**src/rtl/aclk_pkg.sv**
```systemverilog
package aclk_pkg;
  localparam int NUM_SRC = 3;
  localparam int SEL_W   = 2;
  localparam int MCODE_W = 5;
  localparam int SCODE_W = 4;
  localparam int MR_W    = MCODE_W + 2;  // holds ratio up to 64
  localparam int SR_W    = SCODE_W + 2;  // holds ratio up to 32

  localparam int SEL_HI   = 31;
  localparam int MCODE_HI = 28;
  localparam int SCODE_HI = 23;
  localparam int MST_BIT  = 19;

  function automatic logic [MR_W-1:0] mclk_ratio(input logic [MCODE_W-1:0] c);
    case (c)
      5'h14:   mclk_ratio = MR_W'(1);
      5'h13:   mclk_ratio = MR_W'(3);
      5'h12:   mclk_ratio = MR_W'(5);
      5'h0E:   mclk_ratio = MR_W'(14);
      default: mclk_ratio = (MR_W'(c) + MR_W'(1)) << 1;
    endcase
  endfunction

  function automatic logic [SR_W-1:0] sclk_ratio(input logic [SCODE_W-1:0] c);
    case (c)
      4'h8:    sclk_ratio = SR_W'(1);
      4'h9:    sclk_ratio = SR_W'(3);
      default: sclk_ratio = (SR_W'(c) + SR_W'(1)) << 1;
    endcase
  endfunction
endpackage

```
**src/rtl/aclk_src_mux.sv**
```systemverilog
module aclk_src_mux #(
  parameter int NUM_SRC = 3,
  parameter int SEL_W   = 2
) (
  input  logic [NUM_SRC-1:0] src_i,
  input  logic [SEL_W-1:0]   sel_i,
  output logic               tick_o,
  output logic               err_o
);
  logic [NUM_SRC-1:0] hit;

  for (genvar g = 0; g < NUM_SRC; g++) begin : g_src
    assign hit[g] = src_i[g] && (sel_i == SEL_W'(g));
  end

  assign tick_o = |hit;
  assign err_o  = (int'(sel_i) >= NUM_SRC);
endmodule

```
**src/rtl/aclk_ratio_div.sv**
```systemverilog
module aclk_ratio_div #(
  parameter int RW = 7
) (
  input  logic          clk_i,
  input  logic          rst_ni,
  input  logic          clr_i,
  input  logic          en_i,
  input  logic [RW-1:0] ratio_i,
  output logic          wrap_o,
  output logic          lvl_o
);
  logic [RW-1:0] cnt_q;
  logic          last;

  assign last   = cnt_q >= (ratio_i - RW'(1));
  assign wrap_o = en_i && last && !clr_i;
  // high phase is floor(N/2) ticks; N=1 stays high
  assign lvl_o  = (ratio_i == RW'(1)) ? 1'b1 : (cnt_q < (ratio_i >> 1));

  always_ff @(posedge clk_i or negedge rst_ni) begin
    if (!rst_ni)       cnt_q <= '0;
    else if (clr_i)    cnt_q <= '0;
    else if (en_i)     cnt_q <= last ? '0 : cnt_q + RW'(1);
  end
endmodule

```
**src/rtl/aclk_div_top.sv**
```systemverilog
module aclk_div_top
  import aclk_pkg::*;
(
  input  logic                clk_i,
  input  logic                rst_ni,
  input  logic [NUM_SRC-1:0]  src_tick_i,
  input  logic [31:0]         ctrl_i,
  output logic                mclk_tick_o,
  output logic                mclk_o,
  output logic                sclk_tick_o,
  output logic                sclk_o,
  output logic                cfg_err_o
);
  logic [31:0]      ctrl_q;
  logic             chg, err, src_tick, clr;
  logic             m_wrap, m_lvl, s_wrap, s_lvl, master;
  logic             mtick_q, stick_q;
  logic [MR_W-1:0]  m_ratio;
  logic [SR_W-1:0]  s_ratio;

  assign chg     = ctrl_i != ctrl_q;
  assign master  = ctrl_i[MST_BIT];
  assign m_ratio = mclk_ratio(ctrl_i[MCODE_HI -: MCODE_W]);
  assign s_ratio = sclk_ratio(ctrl_i[SCODE_HI -: SCODE_W]);
  assign clr     = chg || err;

  aclk_src_mux #(.NUM_SRC(NUM_SRC), .SEL_W(SEL_W)) u_mux (
    .src_i  (src_tick_i),
    .sel_i  (ctrl_i[SEL_HI -: SEL_W]),
    .tick_o (src_tick),
    .err_o  (err)
  );

  aclk_ratio_div #(.RW(MR_W)) u_mdiv (
    .clk_i, .rst_ni,
    .clr_i   (clr),
    .en_i    (src_tick),
    .ratio_i (m_ratio),
    .wrap_o  (m_wrap),
    .lvl_o   (m_lvl)
  );

  // SCLK counts MCLK periods
  aclk_ratio_div #(.RW(SR_W)) u_sdiv (
    .clk_i, .rst_ni,
    .clr_i   (clr),
    .en_i    (m_wrap),
    .ratio_i (s_ratio),
    .wrap_o  (s_wrap),
    .lvl_o   (s_lvl)
  );

  always_ff @(posedge clk_i or negedge rst_ni) begin
    if (!rst_ni) begin
      ctrl_q  <= '0;
      mtick_q <= 1'b0;
      stick_q <= 1'b0;
    end else begin
      ctrl_q  <= ctrl_i;
      mtick_q <= m_wrap;
      stick_q <= s_wrap && master;
    end
  end

  assign mclk_tick_o = mtick_q;
  assign sclk_tick_o = stick_q;
  assign mclk_o      = m_lvl && !err;
  assign sclk_o      = s_lvl && !err && master;
  assign cfg_err_o   = err;
endmodule

```
**config.mk**
```make
export PLATFORM = sky130hd
export DESIGN_NAME = aclk_div_top
export DESIGN_NICKNAME = d
export VERILOG_FILES = /design/src/rtl/aclk_pkg.sv /design/src/rtl/aclk_src_mux.sv /design/src/rtl/aclk_ratio_div.sv /design/src/rtl/aclk_div_top.sv
export SDC_FILE = /design/constraint.sdc
export NUM_CORES = 1
export LEC_CHECK = 0
export ABC_AREA = 1
export BUFFER_PORTS_ARGS = -buffer_cell sky130_fd_sc_hd__buf_2
export CAP_MARGIN = 40
export CORE_MARGIN = 10
export CORE_UTILIZATION = 40
export DETAILED_ROUTE_END_ITERATION = 16
export PLACE_DENSITY_LB_ADDON = 0.05
export RECOVER_POWER = 25
export SLEW_MARGIN = 20
export SYNTH_ARGS = -nofsm -noshare
export SYNTH_HDL_FRONTEND = slang
export SYNTH_SLANG_ARGS = --single-unit
export TNS_END_PERCENT = 50
```
**constraint.sdc**
```tcl
create_clock -name clk_i -period 3.6 [get_ports clk_i]
set_input_delay 0.54 -clock clk_i [delete_from_list [all_inputs] [get_ports clk_i]]
set_output_delay 0.54 -clock clk_i [all_outputs]
set_load 0.02 [all_outputs]
```
==> results.json, run 1 <==
{
  "run_status": "finished clean",
  "post-route-drc-count": 0,
  "power_frac_seq": 0.496,
  "drt-wirelength-per-cell_um": 13.2,
  "final_min_period_ns": 3.26,
  "share_of_yosys_cell_area_claimed_by_the_top_area_cell_type": 0.361,
  "finalSetupViolCount": 0,
  "grt_max_degree": 43,
  "vias": 2668,
  "post_detailed_routing_wire_length_um": 7300,
  "crit_type": "in2out",
  "synth.avg_cell_area_um2": 8.04,
  "clockBufferDepth": 2,
  "synth.distinct_cells": 31,
  "fin_crit_sh": 0.906,
  "slew-limit-headroom": 0.621,
  "initial_core_util": 0.417,
  "synth_largest_area_cell": "sky130_fd_sc_hd__dfrtp_1",
  "maximum_operating_frequency_mhz": 307,
  "htreeDepth": 2,
  "sw_frac_of_total": 0.312,
  "dieArea_um2": 12200,
  "post_synth_instance_area_um2": 3260,
  "number_of_flops_mapped_to_enable_cells_by_yosys": 0,
  "setup_total_negative_slack_ns": 0,
  "yosys_register_bits": 47,
  "post-synth-top-count-cell": "sky130_fd_sc_hd__nand2_1",
  "clk_latency_ns": 0.31,
  "timing.final.hold_violations": 0,
  "drt_iter0_markers": 89,
  "register_area_share_after_synthesis": 0.361,
  "antenna_violating_nets_left": 0,
  "data_required_time_at_the_worst_endpoint_ns": 3.06,
  "path_common_cell": "sky130_fd_sc_hd__inv_1",
  "synth-async-reset-ratio": 1.00,
  "cp_max_fo": 8,
  "min_path_type": "in2async",
  "rrSetupSlack_ns": 1.72,
  "netlist_top_cells_count": "sky130_fd_sc_hd__nand2_1, sky130_fd_sc_hd__inv_1, sky130_fd_sc_hd__dfrtp_1, sky130_fd_sc_hd__nand4_1, sky130_fd_sc_hd__ha_1",
  "die_w_um": 110,
  "max_stage_delay_ns": 0.31,
  "ios": 42,
  "finish.net_count": 518,
  "globalRoute.totalOverflow": 0,
  "critical-path-slowest-cell": "sky130_fd_sc_hd__ha_1",
  "static-leakage-power_nw": 1.91,
  "cts.sinks": 47,
  "die_h_um": 110,
  "groute.usage.overall": 0.128,
  "synth.net_count": 473,
  "worst_clock_skew_ns": 0.00884,
  "ys.flop_type": "sky130_fd_sc_hd__dfrtp_1",
  "r2r_end": "u_sdiv.cnt_q[0]$_DFFE_PN0P_",
  "regToRegStartpoint": "u_mdiv.cnt_q[2]$_DFFE_PN0P_",
  "port_buffers": 41,
  "utilization": 0.466,
  "endpoint_of_the_most_critical_setup_path": "mclk_o",
  "cellInternalPower_w": 0.000767,
  "post_drt_via_cell_ratio": 4.82,
  "post_route_cells_drive_above_1_share": 0.131,
  "number_of_standard_cells_after_synthesis": 405,
  "finalNonFillerCells": 553,
  "ir_drop_uv": 163,
  "antenna_violations_before_repair": 0,
  "startpoint_type": "input pin",
  "yosys_warning_total": 0,
  "cts_post_setup_buffers_inserted": 0,
  "crit_path_start": "ctrl_i[24]",
  "part_of_the_power_in_the_clock_network": 0.317,
  "timing.final.max_slew_violations": 0,
  "syn2layout_area_growth_pct": 11.6,
  "worstPathCellList": "buf_2 > inv_1 > ha_1 > inv_1 > nor2_1 > nand2_2 > nand2_1 > inv_2 > nand2_2 > nor2_2 > inv_1 > ha_1 > a21o_1 > a211oi_1 > nand2_1 > a21oi_1 > buf_2",
  "power_dissipated_by_switching_net_loads_w": 0.000348,
  "fp.coreArea_um2": 7810,
  "ff2ff_path_depth": 9,
  "post-route-worst-setup-slack_ns": 0.340,
  "place_worst_setup_slack_ns": 0.0728,
  "place_hpwl_um": 5800,
  "cts_tree": "built",
  "clkTransAtPathRegs_ns": 0.10,
  "max_slew.worst_pin.slew_ns": 0.567,
  "drt_first_pass_iters": 4,
  "num_antenna_cells": 0,
  "via_count_of_the_first_global_routing_pass": 2685,
  "setup_repair_after_global_routing_missed_its_margin": "no",
  "cts_buffers": 5,
  "dp_cells": 545,
  "cell_chosen_for_the_clock_root": "sky130_fd_sc_hd__clkbuf_8",
  "arrival_ns": 2.72,
  "globalplace.congestion": 0.882,
  "wire_length_of_the_first_global_routing_pass_um": 12600,
  "cap_violations": 0,
  "critPathCaptureType": "output port",
  "synth_area_leaders": "sky130_fd_sc_hd__dfrtp_1, sky130_fd_sc_hd__ha_1, sky130_fd_sc_hd__nand2_1, sky130_fd_sc_hd__xor2_1, sky130_fd_sc_hd__nand4_1",
  "rows": 32,
  "power_frac_comb": 0.187,
  "power_density_nw_per_um2": 306,
  "p_total_w": 0.00111
}
==> sequential cells by signal, indices dropped and copies added (netlist names) <==
| register | cells |
|---|---|
| ctrl_q | 32 |
| u_mdiv.cnt_q | 7 |
| u_sdiv.cnt_q | 6 |
| mclk_tick_o | 1 |
| sclk_tick_o | 1 |
==> cell usage in the layout, fill, tap and decap left out, drive strengths merged <==
cell type	n
xnor2	6
nor2	37
nand3b	2
clkinvlp	1
nor3b	1
xor2	27
or2	3
nand3	19
o211ai	2
buf	24
a21oi	11
clkbuf	24
a211oi	1
o21a	3
inv	66
ha	31
nand4	36
a21o	1
dfrtp	47
o21ai	8
nand2	87
nor3	11
o22ai	2
a21boi	1
==> through the flow <==
step | instance area (µm²) | hold WS, ns
after floorplan | 3260 | 0.244
after global placement | 3560 | 0.366
after detailed placement | 3560 | 0.367
after CTS | 3660 | 0.0198
after global routing | 3640 | 0.0696
final | 3640 | 0.0653
==> power groups by stage <==
stage / Combinational [W] / Clock, W / Sequential, W
floorplan: 0.000138 / 0 / 0.000562
global placement: 0.000213 / 0 / 0.000563
detailed placement: 0.000214 / 0 / 0.000563
CTS: 0.000215 / 0.000363 / 0.000553
global route: 0.000244 / 0.000383 / 0.000555
finish: 0.000208 / 0.000353 / 0.000553
==> cell type report <==
type                       count  area (µm²)
clock buffer                   5        68.8
clock inverter                 3        27.5
fill                         819        4170
inverter                      64         240
multi-input combinational    289        1800
sequential                    47        1180
tap                          102         128
timing repair buffer          43         196
==> layer usage <==
metal	vias to the layer above	track usage	part of all wire
met1	1216	0.164	0.50
li1	1410	-	-
met4	0	0.0358	0.012
met3	5	0.0221	0.033
met2	37	0.215	0.46
met5	-	0	0
==> worst min-delay path by stage <==
stage | from | endpoint
after floorplan | rst_ni | ctrl_q[0]$_DFF_PN0_
after detailed placement | rst_ni | ctrl_q[6]$_DFF_PN0_
after global routing | rst_ni | ctrl_q[6]$_DFF_PN0_
after global placement | rst_ni | ctrl_q[6]$_DFF_PN0_
after CTS | rst_ni | ctrl_q[6]$_DFF_PN0_
final | rst_ni | ctrl_q[6]$_DFF_PN0_
==> kinds of logic after synthesis <==
| group | Yosys count | share of synthesized area |
|---|---|---|
| buffers and inverters | 69 | 0.0864 |
| DFF | 47 | 0.361 |
| xor gates and xnor gates | 33 | 0.0887 |
| and+or+nand+nor | 196 | 0.292 |
| AOI/OAI and AO/OA | 29 | 0.0526 |
| adders and majority gates | 31 | 0.119 |
==> critical path, delay by kind of cell <==
family | cells | cell delay (ns)
buf+inv | 6 | 0.64
compound gates | 3 | 0.49
simple gates | 6 | 0.52
fa+ha+maj | 2 | 0.53
==> repair_timing <==
item / in CTS / in global routing
setup endpoints to repair: 0 / 1
hold buffers: 0 / 0
resized for setup: 0 / 1
(Power assumes the default switching activity.)
==> inputs of run 2 (changes only) <==
REMOVE_ABC_BUFFERS = 1   (was default)
==> run 2 against run 1 <==
First-iteration DRC count fell by 28%; die area did not move; non-clock buffer count unchanged; critical path depth did not move; hold slack improved by 0.21 ns; fmax up 0.92%; global-route usage is 0.14 points lower; routed wire length shrank 1.9%; largest cell class unchanged.
==> results.json, run 2 (synthesis gave the netlist of run 1 again) <==
{
  "fp.coreArea_um2": 7810,
  "vias": 2668,
  "final_min_period_ns": 3.23,
  "cts_resized": 0,
  "hold-worst-slack_ns": 0.277,
  "drt_first_pass_iters": 4,
  "min_path_type": "in2async",
  "utilization": 0.471,
  "ir_drop_uv": 146,
  "place_hpwl_um": 5760,
  "placed_cell_area_um2": 3560,
  "htreeDepth": 2,
  "cts_tree": "built",
  "finish.net_count": 518,
  "antenna_violating_nets_left": 0,
  "layout.cells.most_common": "sky130_fd_sc_hd__nand2_1",
  "timing.final.max_slew_violations": 0,
  "critPathCaptureType": "output port",
  "cell_chosen_for_the_clock_root": "sky130_fd_sc_hd__clkbuf_8",
  "run_status": "finished clean",
  "clkTransAtPathRegs_ns": 0.10,
  "path_common_cell": "sky130_fd_sc_hd__inv_1",
  "data_required_time_at_the_worst_endpoint_ns": 3.06,
  "timing.final.hold_violations": 0,
  "cap_violations": 0,
  "cts_post_setup_buffers_inserted": 0,
  "port_buffers": 41,
  "initial_core_util": 0.417,
  "drt-wirelength-per-cell_um": 12.9,
  "crit_path_start": "ctrl_i[24]",
  "globalRoute.totalOverflow": 0,
  "drt_iter0_markers": 64,
  "ios": 42,
  "power_density_nw_per_um2": 336,
  "die_h_um": 110,
  "die_w_um": 110,
  "groute.usage.overall": 0.126,
  "registers_with_the_highest_flip_flop_counts": "ctrl_q: 32 flops, u_mdiv.cnt_q: 7 flops, u_sdiv.cnt_q: 6 flops",
  "post_route_cells_drive_above_1_share": 0.122,
  "arrival_ns": 2.69,
  "dp_cells": 545,
  "flip_flop_count_of_the_largest_register_all_copies_and_words_added": 32,
  "dieArea_um2": 12200,
  "fin_crit_sh": 0.897,
  "clk_latency_ns": 0.30,
  "cts_buffers": 5,
  "max_stage_delay_ns": 0.31,
  "setup_repair_after_global_routing_missed_its_margin": "yes",
  "num_antenna_cells": 0,
  "ff2ff_path_depth": 7,
  "clockBufferDepth": 2,
  "via_count_of_the_first_global_routing_pass": 2617,
  "post-route-drc-count": 0,
  "static-leakage-power_nw": 1.92,
  "startpoint_type": "input pin",
  "grt_max_degree": 33,
  "post_drt_via_cell_ratio": 4.82,
  "worstPathCellList": "buf_2 > inv_1 > ha_1 > inv_1 > nor2_1 > nand2_2 > nand2_1 > inv_2 > nand2_2 > nor2_2 > inv_1 > ha_1 > a21o_1 > a211oi_1 > nand2_1 > a21oi_1 > buf_2",
  "endpoint_of_the_most_critical_setup_path": "mclk_o",
  "setup_total_negative_slack_ns": 0,
  "globalplace.congestion": 0.819,
  "cp_max_fo": 8,
  "crit_type": "in2out",
  "syn2layout_area_growth_pct": 12.9,
  "antenna_violations_before_repair": 0,
  "finalSetupViolCount": 0,
  "rrSetupSlack_ns": 1.76,
  "wire_length_of_the_first_global_routing_pass_um": 12500,
  "layout.cell_area.non_filler_um2": 3680,
  "final_cell_mix": "sky130_fd_sc_hd__nand2_1, sky130_fd_sc_hd__inv_1, sky130_fd_sc_hd__dfrtp_1",
  "cts.sinks": 47,
  "cts.hold.buffers_added": 0,
  "critical-path-slowest-cell": "sky130_fd_sc_hd__ha_1",
  "r2r_end": "u_sdiv.cnt_q[2]$_DFFE_PN0P_",
  "slew-limit-headroom": 0.527,
  "finalNonFillerCells": 553,
  "regToRegStartpoint": "u_sdiv.cnt_q[3]$_DFFE_PN0P_",
  "post_detailed_routing_wire_length_um": 7160,
  "worst_clock_skew_ns": 0.00805,
  "maximum_operating_frequency_mhz": 310,
  "max_slew.worst_pin.slew_ns": 0.710,
  "fill_cells": 756,
  "top_register": "ctrl_q",
  "rows": 32
}
## run 2: cell types whose count changed in the layout (fill, tap and decap cells not counted), sizes merged
| cell | previous run | this run |
|---|---|---|
| buf | 24 | 19 |
| clkbuf | 24 | 29 |
| bufinv | 0 | 2 |
| clkinvlp | 1 | 0 |
| inv | 66 | 65 |
## run 2: metrics by stage
stage	total power, W	setup WS (ns)
5_1_grt	0.00131	-0.00296
4_1_cts	0.00126	0.340
3_3_place_gp	0.000777	0.174
6_report	0.00123	0.369
3_5_place_dp	0.000779	0.0575
2_1_floorplan	0.000699	0.475
## run 2: cell type report
type | count | area, µm² | share of cell area
sequential | 47 | 1180 | 0.320
multi-input combinational | 289 | 1800 | 0.490
clock inverter | 3 | 71.3 | 0.0194
tap | 102 | 128 | 0.0347
inverter | 64 | 240 | 0.0654
timing repair buffer | 43 | 190 | 0.0517
clock buffer | 5 | 68.8 | 0.0187
## run 2: where the power goes
| part | total [W] | internal (W) | leakage, nW | switching [W] |
|---|---|---|---|---|
| Clock | 0.000472 | 0.000282 | 0.0703 | 0.000190 |
| Sequential | 0.000553 | 0.000546 | 0.583 | 0.00000705 |
| Combinational | 0.000209 | 0.0000760 | 1.27 | 0.000133 |
## run 2: worst max-delay path: cells and delay by family
| family | cells | cell delay [ns] |
|---|---|---|
| AO/OA/AOI/OAI | 3 | 0.47 |
| AND/OR/NAND/NOR | 6 | 0.52 |
| adder cells (fa/ha/maj) | 2 | 0.53 |
| buffers and inverters | 6 | 0.64 |
## run 2: worst min-delay path by stage
stage | depth (start not counted) | start | to | slack (ns)
2_1_floorplan | 0 | rst_ni | ctrl_q[0]$_DFF_PN0_ | 0.24
3_3_place_gp | 2 | u_sdiv.cnt_q[5]$_DFFE_PN0P_ | u_sdiv.cnt_q[5]$_DFFE_PN0P_ | 0.60
3_5_place_dp | 2 | u_mdiv.cnt_q[6]$_DFFE_PN0P_ | u_mdiv.cnt_q[6]$_DFFE_PN0P_ | 0.60
4_1_cts | 1 | rst_ni | ctrl_q[7]$_DFF_PN0_ | 0.29
5_1_grt | 1 | rst_ni | ctrl_q[7]$_DFF_PN0_ | 0.33
6_report | 1 | rst_ni | ctrl_q[5]$_DFF_PN0_ | 0.28
## run 2: routing by layer
metal | track usage | part of all wire | vias to the layer above | wire length [µm]
met3 | 0.0232 | 0.042 | 4 | 304
met1 | 0.174 | 0.51 | 1212 | 3650
met5 | 0 | 0 | - | 0
met4 | 0.0266 | 0.0068 | 0 | 49
met2 | 0.202 | 0.44 | 37 | 3150
li1 | - | - | 1415 | -
==> inputs of run 3 (changes only) <==
CORE_ASPECT_RATIO = 0.8   (was default)
clock period = 4.1 ns   (was 3.6 ns; I/O delays follow)
==> run 3 against run 2 <==
Count of clock-buffer cells in the layout is the same; global-route usage grew 0.39 points; sequential share of layout area grew 0.22 points; via count shrank 0.79%; non-clock buffer count shrank 1; register-to-register slack gained 0.22 ns; combinational power shrank 11%; sequential power shrank 12%; routed wire length grew 6.1%; hold slack gained 0.11 ns; flip-flop and latch count is the same; clock power shrank 22%; critical endpoint is now u_sdiv.cnt_q[2]$_DFFE_PN0P_; largest power group unchanged; highest routed layer unchanged.
==> results.json, run 3 (synthesis gave the netlist of run 1 again) <==
{
  "run_status": "finished clean",
  "worst_path_dominant_cell_family": "simple AND/OR/NAND/NOR gates",
  "critPathCaptureType": "flip-flop",
  "power_density_nw_per_um2": 285,
  "regToRegStartpoint": "u_mdiv.cnt_q[2]$_DFFE_PN0P_",
  "maximum_operating_frequency_mhz": 287,
  "clockBufferDepth": 2,
  "r2r_end": "u_sdiv.cnt_q[2]$_DFFE_PN0P_",
  "finalSetupViolCount": 0,
  "max_slew.worst_pin.slew_ns": 0.625,
  "num_antenna_cells": 0,
  "cts_post_setup_buffers_inserted": 0,
  "path_common_cell": "sky130_fd_sc_hd__nand2_1",
  "initial_core_util": 0.410,
  "cts.hold.buffers_added": 0,
  "layout.cells.most_common": "sky130_fd_sc_hd__nand2_1",
  "drt_first_pass_iters": 4,
  "min_path_type": "in2async",
  "cts_tree": "built",
  "final_min_period_ns": 3.48,
  "setup_total_negative_slack_ns": 0,
  "ios": 42,
  "registers_with_the_highest_flip_flop_counts": "ctrl_q: 32 flops, u_mdiv.cnt_q: 7 flops, u_sdiv.cnt_q: 6 flops",
  "final_cell_mix": "sky130_fd_sc_hd__nand2_1, sky130_fd_sc_hd__inv_1, sky130_fd_sc_hd__dfrtp_1",
  "ir_drop_uv": 139,
  "critical-path-slowest-cell": "sky130_fd_sc_hd__ha_1",
  "globalplace.congestion": 0.858,
  "wire_length_of_the_first_global_routing_pass_um": 12900,
  "slew-limit-headroom": 0.583,
  "clk_latency_ns": 0.31,
  "utilization": 0.459,
  "critical_path.n_buffers_inverters": 4,
  "rrSetupSlack_ns": 1.98,
  "cts.sinks": 47,
  "cts_buffers": 5,
  "worstPathCellList": "buf_2 > ha_1 > inv_1 > nand2_1 > nand3_2 > nand2_1 > nand2_1 > nand2_1 > ha_1 > inv_1 > nor3_4 > nand2_2 > xnor2_1 > ha_1 > nand2_1 > o21a_1 > o211ai_1 > nand2_1 > inv_1 > nand4_1 > nand2_1",
  "dieArea_um2": 12200,
  "cell_chosen_for_the_clock_root": "sky130_fd_sc_hd__clkbuf_8",
  "htreeDepth": 2,
  "fin_crit_sh": 0.849,
  "fp.coreArea_um2": 7950,
  "grt_max_degree": 48,
  "die_h_um": 101,
  "groute.usage.overall": 0.130,
  "port_buffers": 41,
  "globalRoute.totalOverflow": 0,
  "ff2ff_path_depth": 9,
  "data_required_time_at_the_worst_endpoint_ns": 4.34,
  "via_count_of_the_first_global_routing_pass": 2558,
  "clkTransAtPathRegs_ns": 0.11,
  "flip_flop_count_of_the_largest_register_all_copies_and_words_added": 32,
  "post_drt_via_cell_ratio": 4.74,
  "static-leakage-power_nw": 1.91,
  "die_w_um": 121,
  "rows": 29,
  "timing.final.max_slew_violations": 0,
  "drt_iter0_markers": 108,
  "antenna_violating_nets_left": 0,
  "finish.net_count": 517,
  "worst_clock_skew_ns": 0.0145,
  "top_register": "ctrl_q",
  "setup_repair_after_global_routing_missed_its_margin": "no",
  "place_hpwl_um": 5930,
  "timing.final.hold_violations": 0,
  "arrival_ns": 3.72,
  "vias": 2647,
  "max_stage_delay_ns": 0.32,
  "cts_resized": 0,
  "drt-wirelength-per-cell_um": 13.6,
  "cap_violations": 0,
  "startpoint_type": "input pin",
  "crit_type": "in2reg",
  "post-route-drc-count": 0,
  "syn2layout_area_growth_pct": 12.1,
  "post_detailed_routing_wire_length_um": 7600,
  "cp_max_fo": 9,
  "antenna_violations_before_repair": 0,
  "post_route_cells_drive_above_1_share": 0.118
}
## run 3: worst max-delay path by stage
stage	from	end	slack, ns	cells past startpoint
final	ctrl_i[25]	u_sdiv.cnt_q[2]$_DFFE_PN0P_	0.62	21
after global routing	ctrl_i[24]	u_sdiv.cnt_q[4]$_DFFE_PN0P_	0.27	22
after CTS	ctrl_i[24]	mclk_o	0.60	17
after detailed placement	ctrl_i[25]	u_sdiv.cnt_q[4]$_DFFE_PN0P_	0.30	21
after global placement	ctrl_i[24]	u_sdiv.cnt_q[2]$_DFFE_PN0P_	0.47	21
after floorplan	ctrl_i[24]	u_sdiv.cnt_q[2]$_DFFE_PN0P_	0.90	21
## run 3: per-layer routing
| metal | vias up | wire length [µm] | track usage |
|---|---|---|---|
| li1 | 1410 | - | - |
| met1 | 1195 | 4130 | 0.191 |
| met2 | 37 | 3120 | 0.189 |
| met3 | 5 | 272 | 0.0241 |
| met4 | 0 | 68 | 0.0352 |
| met5 | - | 0 | 0 |
## run 3: worst register-to-register path, cell delays in order, from the launching register on
cell	delay (ns)
sky130_fd_sc_hd__dfrtp_1	0.50
sky130_fd_sc_hd__ha_1	0.38
sky130_fd_sc_hd__nand2_1	0.06
sky130_fd_sc_hd__o21ai_0	0.18
sky130_fd_sc_hd__nand2_1	0.07
sky130_fd_sc_hd__o211ai_1	0.14
sky130_fd_sc_hd__nand2_1	0.26
sky130_fd_sc_hd__inv_1	0.26
sky130_fd_sc_hd__nand4_1	0.13
sky130_fd_sc_hd__nand2_1	0.09
## run 3: cell type report
cell class,instances,area (µm²)
Timing Repair Buffer,42,184
Inverter,64,240
Multi-Input combinational cell,289,1800
Fill cell,807,4300
Clock buffer,5,68.8
Clock inverter,3,47.5
Tap cell,108,135
Sequential cell,47,1180
## run 3: stage by stage
step	hold WS (ns)	total power, W	setup WS, ns	std cells	area, µm²
6_report	0.386	0.00104	0.620	558	3650
5_1_grt	0.412	0.00109	0.265	558	3650
4_1_cts	0.414	0.00105	0.604	558	3680
3_5_place_dp	0.594	0.000684	0.296	550	3560
3_3_place_gp	0.589	0.000683	0.466	550	3560
2_1_floorplan	0.319	0.000614	0.900	400	3220
## run 3: where the power goes
group	switching, W	total [W]	leakage, nW	internal (W)
Clock	0.000184	0.000370	0.0587	0.000185
Sequential	0.00000618	0.000485	0.583	0.000479
Combinational	0.000118	0.000185	1.27	0.0000667
